==> src/rtl/prd_pkg.sv <==
`timescale 1ns/1ps
package prd_pkg;
  // strobes issued by the control to the datapath each cycle
  typedef struct packed {
    logic clrCnt;   // gate is opening: restart the period counter
    logic incCnt;   // gate is open and not closing: count this cycle
    logic accum;    // gate closing with a good count: add the sample
    logic finish;   // this sample completes the average
    logic ovf;      // gate closing with a saturated count: drop it
  } prdStrobes_t;
endpackage

==> src/rtl/prd_ctrl.sv <==
`timescale 1ns/1ps
module prd_ctrl
  import prd_pkg::*;
#(
  parameter int AVG_LOG2 = 5
) (
  input  logic        clk,
  input  logic        rstN,
  input  logic        sqIn,
  input  logic        cntSat,
  output prdStrobes_t st
);
  localparam logic [AVG_LOG2-1:0] LAST_IDX = '1;

  logic syncA, syncB, syncPrev;
  logic rise, gate, endSample;
  logic [AVG_LOG2-1:0] sampleIdx;

  always_ff @(posedge clk or negedge rstN) begin
    if (!rstN) begin
      syncA    <= 1'b0;
      syncB    <= 1'b0;
      syncPrev <= 1'b0;
    end else begin
      syncA    <= sqIn;
      syncB    <= syncA;
      syncPrev <= syncB;
    end
  end

  assign rise      = syncB & ~syncPrev;
  assign endSample = rise & gate;

  always_ff @(posedge clk or negedge rstN) begin
    if (!rstN) gate <= 1'b0;
    else       gate <= gate ^ rise;
  end

  always_ff @(posedge clk or negedge rstN) begin
    if (!rstN)         sampleIdx <= '0;
    else if (st.accum) sampleIdx <= sampleIdx + 1'b1;
  end

  always_comb begin
    st.clrCnt = rise & ~gate;
    st.incCnt = gate & ~rise;
    st.accum  = endSample & ~cntSat;
    st.finish = endSample & ~cntSat & (sampleIdx == LAST_IDX);
    st.ovf    = endSample & cntSat;
  end

  AST_RISE_SPACED: assert property (@(posedge clk) disable iff (!rstN)
    rise |=> !rise);
  AST_FINISH_NEEDS_ACCUM: assert property (@(posedge clk) disable iff (!rstN)
    st.finish |-> (st.accum && !st.ovf));
endmodule

==> src/rtl/prd_datapath.sv <==
`timescale 1ns/1ps
module prd_datapath
  import prd_pkg::*;
#(
  parameter int          CNT_W    = 21,
  parameter int          AVG_LOG2 = 5,
  parameter int unsigned RESET_SP = 0
) (
  input  logic                    clk,
  input  logic                    rstN,
  input  prdStrobes_t             st,
  input  logic [CNT_W-1:0]        setpointIn,
  input  logic                    setpointLoad,
  input  logic                    captureReq,
  output logic                    cntSat,
  output logic [CNT_W-1:0]        avgOut,
  output logic signed [CNT_W:0]   errOut,
  output logic                    errValid,
  output logic                    ovfFlag,
  output logic [CNT_W-1:0]        setpointOut
);
  localparam int ACC_W = CNT_W + AVG_LOG2;
  localparam logic [CNT_W-1:0] CNT_MAX = '1;
  localparam logic [CNT_W-1:0] CNT_ONE = {{(CNT_W-1){1'b0}}, 1'b1};

  logic [CNT_W-1:0]      cnt, sample, avgNext, spReg;
  logic [ACC_W-1:0]      acc, accNext;
  logic signed [CNT_W:0] errNext;

  assign cntSat  = (cnt == CNT_MAX);
  assign sample  = cnt + CNT_ONE;
  assign accNext = acc + {{AVG_LOG2{1'b0}}, sample};
  assign avgNext = CNT_W'(accNext >> AVG_LOG2);
  assign errNext = $signed({1'b0, avgNext}) - $signed({1'b0, spReg});

  // period counter, saturating
  always_ff @(posedge clk or negedge rstN) begin
    if (!rstN)                     cnt <= '0;
    else if (st.clrCnt)            cnt <= '0;
    else if (st.incCnt && !cntSat) cnt <= sample;
  end

  // accumulator and results
  always_ff @(posedge clk or negedge rstN) begin
    if (!rstN) begin
      acc      <= '0;
      avgOut   <= '0;
      errOut   <= '0;
      errValid <= 1'b0;
      ovfFlag  <= 1'b0;
    end else begin
      errValid <= st.finish;
      ovfFlag  <= st.ovf;
      if (st.finish) begin
        acc    <= '0;
        avgOut <= avgNext;
        errOut <= errNext;
      end else if (st.accum) begin
        acc <= accNext;
      end
    end
  end

  // setpoint register: load beats capture
  always_ff @(posedge clk or negedge rstN) begin
    if (!rstN)             spReg <= CNT_W'(RESET_SP);
    else if (setpointLoad) spReg <= setpointIn;
    else if (captureReq)   spReg <= avgOut;
  end
  assign setpointOut = spReg;

  AST_VALID_PULSE: assert property (@(posedge clk) disable iff (!rstN)
    errValid |=> !errValid);
  AST_AVG_HOLD: assert property (@(posedge clk) disable iff (!rstN)
    (!$stable(avgOut) || !$stable(errOut)) |-> errValid);
  AST_NO_WRAP: assert property (@(posedge clk) disable iff (!rstN)
    (cntSat && !st.clrCnt) |=> cntSat);
  AST_OVF_EXCL: assert property (@(posedge clk) disable iff (!rstN)
    !(errValid && ovfFlag));
  AST_LOAD: assert property (@(posedge clk) disable iff (!rstN)
    setpointLoad |=> (setpointOut == $past(setpointIn)));
  AST_CAPTURE: assert property (@(posedge clk) disable iff (!rstN)
    (captureReq && !setpointLoad) |=> (setpointOut == $past(avgOut)));
endmodule

==> src/rtl/period_avg_unit.sv <==
`timescale 1ns/1ps
module period_avg_unit
  import prd_pkg::*;
#(
  parameter int          CNT_W    = 21,
  parameter int          AVG_LOG2 = 5,
  parameter int unsigned RESET_SP = 0
) (
  input  logic                  clk,
  input  logic                  rstN,
  input  logic                  sqIn,
  input  logic [CNT_W-1:0]      setpointIn,
  input  logic                  setpointLoad,
  input  logic                  captureReq,
  output logic [CNT_W-1:0]      avgOut,
  output logic signed [CNT_W:0] errOut,
  output logic                  errValid,
  output logic                  ovfFlag,
  output logic [CNT_W-1:0]      setpointOut
);
  prdStrobes_t st;
  logic        cntSat;

  prd_ctrl #(.AVG_LOG2(AVG_LOG2)) u_ctrl (
    .clk(clk), .rstN(rstN), .sqIn(sqIn), .cntSat(cntSat), .st(st)
  );

  prd_datapath #(.CNT_W(CNT_W), .AVG_LOG2(AVG_LOG2), .RESET_SP(RESET_SP)) u_dp (
    .clk(clk), .rstN(rstN), .st(st),
    .setpointIn(setpointIn), .setpointLoad(setpointLoad), .captureReq(captureReq),
    .cntSat(cntSat), .avgOut(avgOut), .errOut(errOut), .errValid(errValid),
    .ovfFlag(ovfFlag), .setpointOut(setpointOut)
  );
endmodule

==> config.mk <==
export PLATFORM = sky130hd
export DESIGN_NAME = period_avg_unit
export DESIGN_NICKNAME = d
export VERILOG_FILES = /design/src/rtl/prd_pkg.sv /design/src/rtl/prd_ctrl.sv /design/src/rtl/prd_datapath.sv /design/src/rtl/period_avg_unit.sv
export SDC_FILE = /design/constraint.sdc
export NUM_CORES = 1
export LEC_CHECK = 0
export BUFFER_PORTS_ARGS = -buffer_cell sky130_fd_sc_hd__buf_2
export CORE_MARGIN = 5
export CORE_UTILIZATION = 60
export CTS_CLUSTER_SIZE = 24
export DETAILED_ROUTE_END_ITERATION = 6
export PLACE_DENSITY = 0.9
export SETUP_SLACK_MARGIN = 0.05
export SLEW_MARGIN = 25
export SYNTH_ARGS = -nofsm -noshare
export SYNTH_HDL_FRONTEND = slang
export SYNTH_HIERARCHICAL = 1
export SYNTH_SLANG_ARGS = --single-unit
==> constraint.sdc <==
create_clock -name clk -period 5.91 [get_ports clk]
set_input_delay 0.591 -clock clk [delete_from_list [all_inputs] [get_ports clk]]
set_output_delay 0.591 -clock clk [all_outputs]
set_load 0.05 [all_outputs]
==> results.ini, run 1 <==
[power_and_ir_drop]
pwr-share-clk_pct=38.1
comb_power_share_pct=29.6
p_switching_mw=1.018
p_per_area_nw_per_um2=326.5
ir_worst_vdd_mv=0.3156
swShare_pct=33.47
leakagePower_nw=4.741
p_seq_share_pct=32.4
p_int_mw=2.023

[yosys]
ys.flop_type=dfrtp_1
ys_seq_elements=122
synth_area_um2=8093
syn-num-nets=956
synth_enable_flop_cells=0
ys_seq_area_share_pct=37.72
synthArstFlopShare_pct=100.0
syn_inst=880
avgSynthCellArea_um2=9.196
ys_types=71
yosys_warnings=6

[floorplanning]
dieHeight_um=126.1
io_pins=92
rows=42
die_area_um2=15910
start_util_pct=61.11
die_x_um=126.1
core_um2=13240

[timing]
slew_headroom_pct=37.59
fmax_ghz=0.1856
fin_ws_ns=0.5217
finalSetupTns_ns=0
fin_crit_ns=5.388
period_share_pct=91.17
skew_ns=0.008043
tightestPinTransition_ns=0.9329
rsz0062_at_grt=false
drv_slew=0
hold_violations=0
setup_viol=0

[final_layout]
nNetsFinal=1035
diodes=0
drive_gt1_share_pct=18.31
layout_common_cells=dfrtp_1 (122), buf_2 (90), nand2_1 (80)
syn_to_final_growth_pct=15.11
fin_util_pct=70.34
layout_commonest_cell=dfrtp_1

[critical_path]
max_stage_delay_ns=0.52
crit_path_cell_trace=ha_1 -> nand3_1 -> nor2_1 -> and3_1 -> and3_2 -> xor2_1 -> ha_1 -> and2_1 -> nand3_1 -> nor4_1 -> o211ai_1 -> buf_4 -> a21oi_1 -> xor2_1 -> ha_1 -> a21o_1 -> a2111oi_0 -> o21ai_0 -> or3_1 -> nand3_1
crit_type=reg2reg
worstSetupEndpointType=flip-flop
slowest_stage=nor4_1
cp_max_fo=11
cp.required_ns=6.26
r2r-end=u_dp/errOut[19]
r2r_cells=20
path_delay_family=simple AND/OR/NAND/NOR gates
path_depth=20
cp-startpoint=u_dp/cnt[0]
crit_end=u_dp/errOut[19]
r2r_setup_slack_ns=0.52
cp-start-kind=flip-flop
r2r-start=u_dp/cnt[0]
crit_buf_inv=1
cp.arrival_ns=5.74

[cts]
clk_pin_slew_worst_paths_ns=0.06
htree_levels=4
hold_buffers=0
cts.sink_count=122
numCtsBuffers=17
clock-root-buffer=clkbuf_16
cts_buffer_depth=2
post_cts_buffers=0
clock_latency_ns=0.43
tritoncts=built
ctsResizeCount=0

[global_routing]
grt-ovfl-total=0
grt_pass1_vias=6846
grt_max_degree=77
grt_usage_pct=26.66
grt_antenna_before_repair=0
grt_pass1_wl_um=34500

[drt]
post_drt_wl_per_cell_um=18.01
routed_wl_um=20670
ant_nets=0
drtPass1Iterations=5
via_count=7109
drt_iter0_drc=634
via_per_inst=6.193
drc=0

[min_path]
hold_class=in2async

[placement]
gp_congestion=0.9642
port_buffers=91
post-place-ws_ns=0.6443
place_hpwl_um=14830

[job]
max_cap_viol_count=0

[status]
status=finished, final reports clean

[final cells by class]
| cell class | count | area (um2) |
|---|---|---|
| Clock buffer | 18 | 439.2 |
| Sequential cell | 122 | 3053 |
| Inverter | 49 | 183.9 |
| Tap cell | 176 | 220.2 |
| Fill cell | 1033 | 3928 |
| Multi-Input combinational cell | 669 | 4673 |
| Clock inverter | 14 | 220.2 |
| Timing Repair Buffer | 100 | 525.5 |
[Yosys cell counts, types with 3 or more instances]
cell type / n / share of area [%]
mux2i_1: 28 / 3.5
or3_1: 5 / 0.39
nor2b_1: 13 / 1.0
o31ai_1: 8 / 0.74
and3_1: 11 / 0.85
a2111oi_0: 4 / 0.43
o21ai_0: 50 / 3.1
clkbuf_1: 26 / 1.2
inv_1: 49 / 2.3
buf_6: 4 / 0.56
o21a_1: 15 / 1.4
mux2_2: 23 / 3.2
a2111o_1: 3 / 0.42
buf_1: 8 / 0.37
o2111ai_1: 4 / 0.43
xor2_1: 31 / 3.4
o211ai_1: 4 / 0.37
a21boi_0: 4 / 0.37
and2_1: 7 / 0.54
nand4_1: 16 / 1.2
nand3_1: 28 / 1.7
a22o_1: 5 / 0.54
nand3b_1: 4 / 0.37
a31oi_1: 6 / 0.46
a21oi_1: 66 / 4.1
dfrtp_1: 122 / 38
ha_1: 48 / 7.4
nor2_1: 48 / 2.2
nand2_1: 80 / 3.7
o21ai_1: 6 / 0.37
o21bai_1: 5 / 0.46
nor4_1: 5 / 0.39
a211oi_1: 15 / 1.4
xnor2_1: 21 / 2.3
or3_2: 7 / 0.65
nor3_1: 24 / 1.5
a221o_1: 5 / 0.62
a21o_1: 23 / 2.1
a211o_1: 4 / 0.43
[layer usage]
metal	global-route usage, %	part of all wire, %
met1	34.76	43
met3	5.631	6.1
met5	0	0
met2	43.47	48
met4	10.85	2.6
[worst min-delay path by stage]
stage,startpoint,to,slack (ns),cells past startpoint
6_report,rstN,u_dp/errOut[1],0.22,1
5_1_grt,sqIn,u_ctrl/syncA,0.27,1
4_1_cts,rstN,u_dp/errOut[1],0.25,1
3_5_place_dp,u_ctrl/syncA,u_ctrl/syncB,0.34,0
3_3_place_gp,u_ctrl/syncA,u_ctrl/syncB,0.33,0
2_1_floorplan,rstN,u_ctrl/gate,0.30,0
[state kept, by name, indices dropped and copies added, names as in the netlist]
name	cells
u_dp/setpointOut	21
u_dp/ovfFlag	1
u_dp/cnt	21
u_dp/avgOut	21
u_dp/errOut	22
u_ctrl/gate	1
u_ctrl/sampleIdx	5
u_ctrl/syncPrev	1
u_dp/errValid	1
u_ctrl/syncB	1
u_ctrl/syncA	1
u_dp/acc	26
[worst reg2reg max path, stage by stage, from the launching register on]
cell       delay (ns)
dfrtp_1          0.40
ha_1             0.23
nand3_1          0.18
nor2_1           0.35
and3_1           0.29
and3_2           0.20
xor2_1           0.06
ha_1             0.37
and2_1           0.19
nand3_1          0.15
nor4_1           0.52
o211ai_1         0.15
buf_4            0.20
a21oi_1          0.18
xor2_1           0.21
ha_1             0.34
a21o_1           0.23
a2111oi_0        0.41
o21ai_0          0.21
or3_1            0.38
nand3_1          0.09
[power by group through the flow]
stage	Clock (mW)	Combinational [mW]	Sequential, mW
after floorplan	0	0.648	1.02
after global placement	0	0.863	0.991
after detailed placement	0	0.882	0.996
after CTS	1.17	0.895	0.984
after global routing	1.21	1.01	0.994
final	1.16	0.900	0.984
[metrics by stage]
step | power, mW | std cells | area, um2 | hold slack, ns
after floorplan | 1.669 | 880 | 8093 | 0.2954
after global placement | 1.854 | 1116 | 8656 | 0.3327
after detailed placement | 1.878 | 1116 | 8656 | 0.3373
after CTS | 3.053 | 1148 | 9315 | 0.2502
after global routing | 3.211 | 1148 | 9315 | 0.2667
final | 3.041 | 1148 | 9315 | 0.2215
[logic make-up (layout without fill, tap and decap cells)]
kind of cell	after synthesis	count (layout)	share of synthesized area (%)
xor+xnor	53	53	5.829
fa+ha+maj	50	50	7.916
mux	55	55	7.313
compound gates	246	246	20.18
buf+inv	89	181	4.530
flops	122	122	37.72
simple gates	265	265	16.51
No activity file was read; power rests on OpenSTA's default activity.
==> run 2, diff against run 1 <==
--- a/config.mk
+++ b/config.mk
@@ -5,12 +5,13 @@
 export SDC_FILE = /design/constraint.sdc
 export NUM_CORES = 1
 export LEC_CHECK = 0
+export ABC_AREA = 1
 export BUFFER_PORTS_ARGS = -buffer_cell sky130_fd_sc_hd__buf_2
 export CORE_MARGIN = 5
 export CORE_UTILIZATION = 60
 export CTS_CLUSTER_SIZE = 24
 export DETAILED_ROUTE_END_ITERATION = 6
-export PLACE_DENSITY = 0.9
+export PLACE_DENSITY = 0.89
 export SETUP_SLACK_MARGIN = 0.05
 export SLEW_MARGIN = 25
 export SYNTH_ARGS = -nofsm -noshare
==> run 2 against run 1 <==
  * Cell area rose by 4.3%
  * Via count rose by 19%
  * Cell count rose by 32%
  * Register-to-register slack improved by 0.66 ns
  * Maximum frequency rose by 14%
  * First-iteration DRC count rose by 24%
  * Critical endpoint is now u_dp/errOut[15]
  * Setup slack improved by 0.66 ns
  * Largest cell class unchanged
  * Area after synthesis rose by 5.1%
  * Core utilization fell by 0.35 points
  * Sequential share of layout area fell by 1.4 points
  * Clock skew barely moved
  * Worst hold slack improved by 0.0044 ns
==> results.ini, run 2 <==
[status]
status=finished, final reports clean

[final_layout]
multi_input_area_um2=4588
diodes=0
largest_reg_flops=26
stdcell_area_um2=9716
largest_registers=u_dp/acc: 26 flops, u_dp/errOut: 22 flops
top_register=u_dp/acc
layout_common_cells=nand2_1 (430), inv_1 (199), dfrtp_1 (122)
nNetsFinal=1401
drive_gt1_share_pct=11.68
register_area_um2=3053
layout_commonest_cell=nand2_1
syn_to_final_growth_pct=14.21
nFillCells=1157

[critical_path]
cp.required_ns=6.27
worstSetupEndpointType=flip-flop
cp-start-kind=flip-flop
crit_type=reg2reg
cp_max_fo=6
cp.arrival_ns=5.09
r2r_cells=26

[drt]
drt_iter0_drc=787
drtPass1Iterations=6
routed_wl_um=24500
via_count=8480
ant_nets=0
drc=0
via_per_inst=5.594
post_drt_wl_per_cell_um=16.16

[yosys]
synthSimpleGateAreaFrac_pct=34.23
synth_xor_area_share_pct=3.398
avgSynthCellArea_um2=6.899
syn-num-nets=1309
synth_most_common_cell=nand2_1
synthArstFlopShare_pct=100.0
yosys_warnings=6
synthAdderAreaFrac_pct=7.531
ys_top_cells_by_area=dfrtp_1 (36%), nand2_1 (19%), inv_1 (8.8%)
synth_top_cell_area_share_pct=35.89
synth_commonest_cells=nand2_1 (430), inv_1 (199), dfrtp_1 (122)
ys_seq_area_share_pct=35.89
synth_enable_flop_cells=0
syn_inst=1233
ys_types=42
synth_top_area_cell=dfrtp_1
ys_seq_elements=122
synth_area_um2=8507
muxShareOfSynthArea_pct=0
synth-compound-area-share_pct=8.751
ys.flop_type=dfrtp_1
synth_top_family_by_area=simple AND/OR/NAND/NOR gates

[timing]
tightestPinTransition_ns=0.8332
fin_crit_ns=4.728
slew_headroom_pct=44.45
setup_viol=0
skew_ns=0.008032
hold_violations=0
rsz0062_at_grt=false
whs_ns=0.2259
fmax_ghz=0.2115
period_share_pct=80.00
finalSetupTns_ns=0
drv_slew=0

[power_and_ir_drop]
p_switching_mw=0.8203
p_int_mw=1.761
swShare_pct=31.78
p_per_area_nw_per_um2=265.7
p_total_mw=2.581
ir_worst_vdd_mv=0.2259
pwr-share-clk_pct=40.2
p_seq_share_pct=36.5
leakagePower_nw=5.554
comb_power_share_pct=23.3

[floorplanning]
rows=43
die_area_um2=16660
io_pins=92
die_x_um=129.1
core_um2=13880
start_util_pct=61.29
dieHeight_um=129.1

[placement]
gp_congestion=1.012
port_buffers=91
place_hpwl_um=18800
placed_area_um2=9133

[cts]
hold_buffers=0
post_cts_buffers=0
htree_levels=4
clock_latency_ns=0.42
numCtsBuffers=17
clk_pin_slew_worst_paths_ns=0.06
tritoncts=built
ctsResizeCount=0
cts.sink_count=122
clock-root-buffer=clkbuf_16
cts_buffer_depth=2

[global_routing]
grt_pass1_vias=8293
grt-ovfl-total=0
grt_usage_pct=30.46
grt_pass1_wl_um=39970
grt_antenna_before_repair=0
grt_max_degree=66

[job]
max_cap_viol_count=0

[min_path]
hold_class=in2async

run 2: power groups by stage:
| stage | sequential [mW] | clock [mW] | combinational (mW) |
|---|---|---|---|
| after detailed placement | 0.956 | 0 | 0.594 |
| after global placement | 0.951 | 0 | 0.580 |
| after floorplan | 0.982 | 0 | 0.406 |
| after CTS | 0.942 | 1.05 | 0.598 |
| final | 0.943 | 1.04 | 0.600 |
| after global routing | 0.950 | 1.09 | 0.666 |
run 2: kinds of logic (layout without fill, tap and decap cells):
group	count (synthesis)	in the layout
compound gates	119	119
fa+ha+maj	50	50
buf+inv	227	330
flops	122	122
xor+xnor	33	33
simple gates	682	682
run 2: critical path, stage by stage (launching register included):
cell and delay [ns]:
dfrtp_1 0.46, ha_1 0.30, nand2_1 0.09, nor2_2 0.18, nand2_2 0.13, nor2_1 0.18, nand3_1 0.10, nand2_1 0.11
inv_1 0.05, ha_1 0.33, nand2_1 0.11, nor2_1 0.31, nand2_1 0.16, inv_1 0.08, nand2_1 0.05, nand2_1 0.08
xor2_1 0.24, inv_1 0.07, ha_1 0.36, a21oi_1 0.24, a21boi_0 0.48, nor2_1 0.10, nor2_1 0.16, nand2_1 0.08
nand2_1 0.07, nand3_1 0.07, nand2_1 0.07
run 2: per-stage QoR:
| step | util, % | cells | setup WS, ns |
|---|---|---|---|
| after global placement | 65.79 | 1486 | 1.493 |
| final | 69.99 | 1516 | 1.182 |
| after CTS | 69.99 | 1516 | 1.367 |
| after floorplan | - | 1233 | 2.245 |
| after detailed placement | 65.79 | 1486 | 1.395 |
| after global routing | 69.99 | 1516 | 0.8355 |
run 2: final cells by class:
| class | count | share of cell area, % |
|---|---|---|
| inverter | 204 | 7.933 |
| tap | 180 | 2.318 |
| clock inverter | 9 | 1.262 |
| timing repair buffer | 96 | 5.100 |
| sequential | 122 | 31.42 |
| clock buffer | 21 | 4.739 |
| multi-input combinational | 884 | 47.22 |
run 2: worst paths after layout:
kind / to / slack (ns) / start
worst max-delay path: u_dp/errOut[15] / 1.18 / u_dp/cnt[0]
worst min-delay path: u_dp/setpointOut[3] / 0.23 / rstN
worst max register to register: u_dp/errOut[15] / 1.18 / u_dp/cnt[0]
worst min register to register: u_ctrl/syncB / 0.35 / u_ctrl/syncA
max in group asynchronous: u_dp/acc[20] / 4.37 / rstN
min in group clk: u_ctrl/syncA / 0.27 / sqIn
run 2: layer usage:
| metal | track usage (%) | vias up | share of wire, % |
|---|---|---|---|
| met5 | 0 | - | 0 |
| met4 | 14.76 | 0 | 4.2 |
| met3 | 4.864 | 93 | 7.8 |
| met2 | 51.19 | 416 | 47 |
| met1 | 38.41 | 3889 | 41 |
| li1 | - | 4082 | - |
==> run 3, diff against run 2 <==
--- a/config.mk
+++ b/config.mk
@@ -8,10 +8,10 @@
 export ABC_AREA = 1
 export BUFFER_PORTS_ARGS = -buffer_cell sky130_fd_sc_hd__buf_2
 export CORE_MARGIN = 5
-export CORE_UTILIZATION = 60
+export CORE_UTILIZATION = 54
 export CTS_CLUSTER_SIZE = 24
 export DETAILED_ROUTE_END_ITERATION = 6
-export PLACE_DENSITY = 0.89
+export PLACE_DENSITY = 0.85
 export SETUP_SLACK_MARGIN = 0.05
 export SLEW_MARGIN = 25
 export SYNTH_ARGS = -nofsm -noshare
==> constraint.sdc (replaced) <==
create_clock -name clk -period 4 [get_ports clk]
set_input_delay 0.4 -clock clk [delete_from_list [all_inputs] [get_ports clk]]
set_output_delay 0.4 -clock clk [all_outputs]
set_load 0.05 [all_outputs]
==> run 3 against run 2 <==
  * Via count increased by 10%
  * Sequential power increased by 47%
  * Clock skew decreased by 0.0018 ns
  * Cell count increased by 10%
  * Wire length increased by 19%
  * Register-to-register slack got worse by 1.1 ns
  * Worst hold slack got worse by 0.15 ns
  * Maximum frequency increased by 20%
  * Setup slack got worse by 1.1 ns
  * Die area increased by 10%
  * First-iteration DRC count increased by 24%
  * Cell area increased by 20%
  * Highest routed layer unchanged
==> results.ini, run 3 (synthesis results as in run 2) <==
[power_and_ir_drop]
p_switching_mw=1.384
comb_power_share_pct=27.7
pwr-share-clk_pct=40.0
p_total_mw=4.312
p_int_mw=2.928
swShare_pct=32.09
ir_worst_vdd_mv=0.3117
p_seq_share_pct=32.3
leakagePower_nw=6.275
p_per_area_nw_per_um2=369.7

[placement]
port_buffers=91
place_hpwl_um=20040
gp_congestion=1.023
post-place-ws_ns=-0.1203

[critical_path]
crit_type=reg2reg
worstSetupEndpointType=flip-flop
cp-startpoint=u_dp/cnt[0]
r2r_cells=28
cpMostUsedCell=nand2_1
r2r_setup_slack_ns=0.06
cp-start-kind=flip-flop
cp.arrival_ns=4.25
slowest_stage=dfrtp_1
cp_max_fo=4
cp.required_ns=4.31
r2r-end=u_dp/errOut[11]
max_stage_delay_ns=0.38
r2r-start=u_dp/cnt[0]

[drt]
routed_wl_um=29190
drt_iter0_drc=972
drc=0
post_drt_wl_per_cell_um=17.48
via_per_inst=5.583
ant_nets=0
via_count=9324
drtPass1Iterations=5

[job]
max_cap_viol_count=0

[timing]
drv_slew=0
whs_ns=0.08038
skew_ns=0.006255
hold_violations=0
fmax_ghz=0.2537
tightestPinTransition_ns=0.8895
period_share_pct=98.55
fin_ws_ns=0.05794
setup_viol=0
slew_headroom_pct=40.70
rsz0062_at_grt=true
fin_crit_ns=3.942
finalSetupTns_ns=0

[floorplanning]
core_um2=15310
die_area_um2=18360
io_pins=92
dieHeight_um=135.5
start_util_pct=55.55
rows=45
die_x_um=135.5

[global_routing]
grt_usage_pct=29.65
grt_pass1_vias=8744
grt_max_degree=70
grt_antenna_before_repair=0
grt-ovfl-total=0
grt_pass1_wl_um=42720

[cts]
tritoncts=built
hold_buffers=0
clock-root-buffer=clkbuf_16
htree_levels=4
clock_latency_ns=0.42
cts_buffer_depth=2
numCtsBuffers=17
cts.sink_count=122
clk_pin_slew_worst_paths_ns=0.06

[min_path]
hold_path_end=u_ctrl/syncA
hold_class=in2reg
hold_depth=1
hold_start=sqIn

[final_layout]
layout_common_cells=nand2_1 (402), inv_1 (184), buf_4 (127)
nNetsFinal=1523
multi_input_area_um2=5488
diodes=0
drive_gt1_share_pct=30.23
syn_to_final_growth_pct=37.08
largest_registers=u_dp/acc: 26 flops, u_dp/errOut: 22 flops
nFillCells=1039
layout_commonest_cell=nand2_1
largest_reg_flops=26
top_register=u_dp/acc
register_area_um2=3055

[status]
status=finished, final reports clean

## run 3: cell count changes in the layout (fill, tap and decap cells not counted), sizes merged
cell / previous run / this run
buf: 96 / 218
clkinv: 7 / 6
clkinvlp: 1 / 2
bufinv: 3 / 5
clkbuf: 21 / 20
## run 3: critical path, delay by kind of cell (launching register included)
family | cells | cell delay, ns
adders and majority gates | 3 | 0.74
buffers and inverters | 6 | 0.54
and+or+nand+nor | 18 | 1.92
DFF | 1 | 0.38
xor gates and xnor gates | 1 | 0.23
## run 3: layout make-up
type	count	area share, %
Inverter	204	6.609
Tap cell	211	2.264
Timing Repair Buffer	218	12.21
Sequential cell	122	26.20
Clock buffer	20	4.002
Multi-Input combinational cell	884	47.06
Clock inverter	11	1.652
## run 3: timing repair
| item | in CTS | in global routing |
|---|---|---|
| buffers inserted | 2 | 13 |
| pin swaps | 4 | 40 |
| resized for setup | 28 | 157 |
| gates cloned | 0 | 0 |
| setup endpoints to repair | 13 | 17 |
## run 3: worst max path at each step
stage | end | slack, ns | depth (start not counted)
2_1_floorplan | u_dp/errOut[15] | 0.34 | 27
3_3_place_gp | u_dp/errOut[20] | -0.005 | 27
3_5_place_dp | u_dp/errOut[20] | -0.12 | 27
4_1_cts | u_dp/errOut[9] | 0.05 | 23
5_1_grt | u_dp/errOut[19] | -0.15 | 26
6_report | u_dp/errOut[11] | 0.06 | 28
## run 3: power groups by stage
stage	clock network, mW	registers, mW	logic (mW)
floorplan	0	1.45	0.600
global placement	0	1.40	0.997
detailed placement	0	1.41	1.02
CTS	1.74	1.38	1.07
global route	1.79	1.41	1.29
finish	1.73	1.39	1.19
## run 3: layer usage
metal | vias to the layer above | share of wire, % | routed length [um] | GRT usage [%]
li1 | 4312 | - | - | -
met1 | 4352 | 38 | 11090 | 36.06
met2 | 521 | 49 | 14430 | 51.00
met3 | 139 | 7.7 | 2233 | 5.684
met4 | 0 | 4.9 | 1440 | 13.44
met5 | - | 0 | 0 | 0
## run 3: stage by stage
step / area, um2 / utilization (%) / std cells
floorplan: 8507 / - / 1233
global placement: 9987 / 65.21 / 1624
detailed placement: 9987 / 65.21 / 1624
CTS: 10820 / 70.68 / 1657
global route: 11660 / 76.14 / 1670
finish: 11660 / 76.14 / 1670
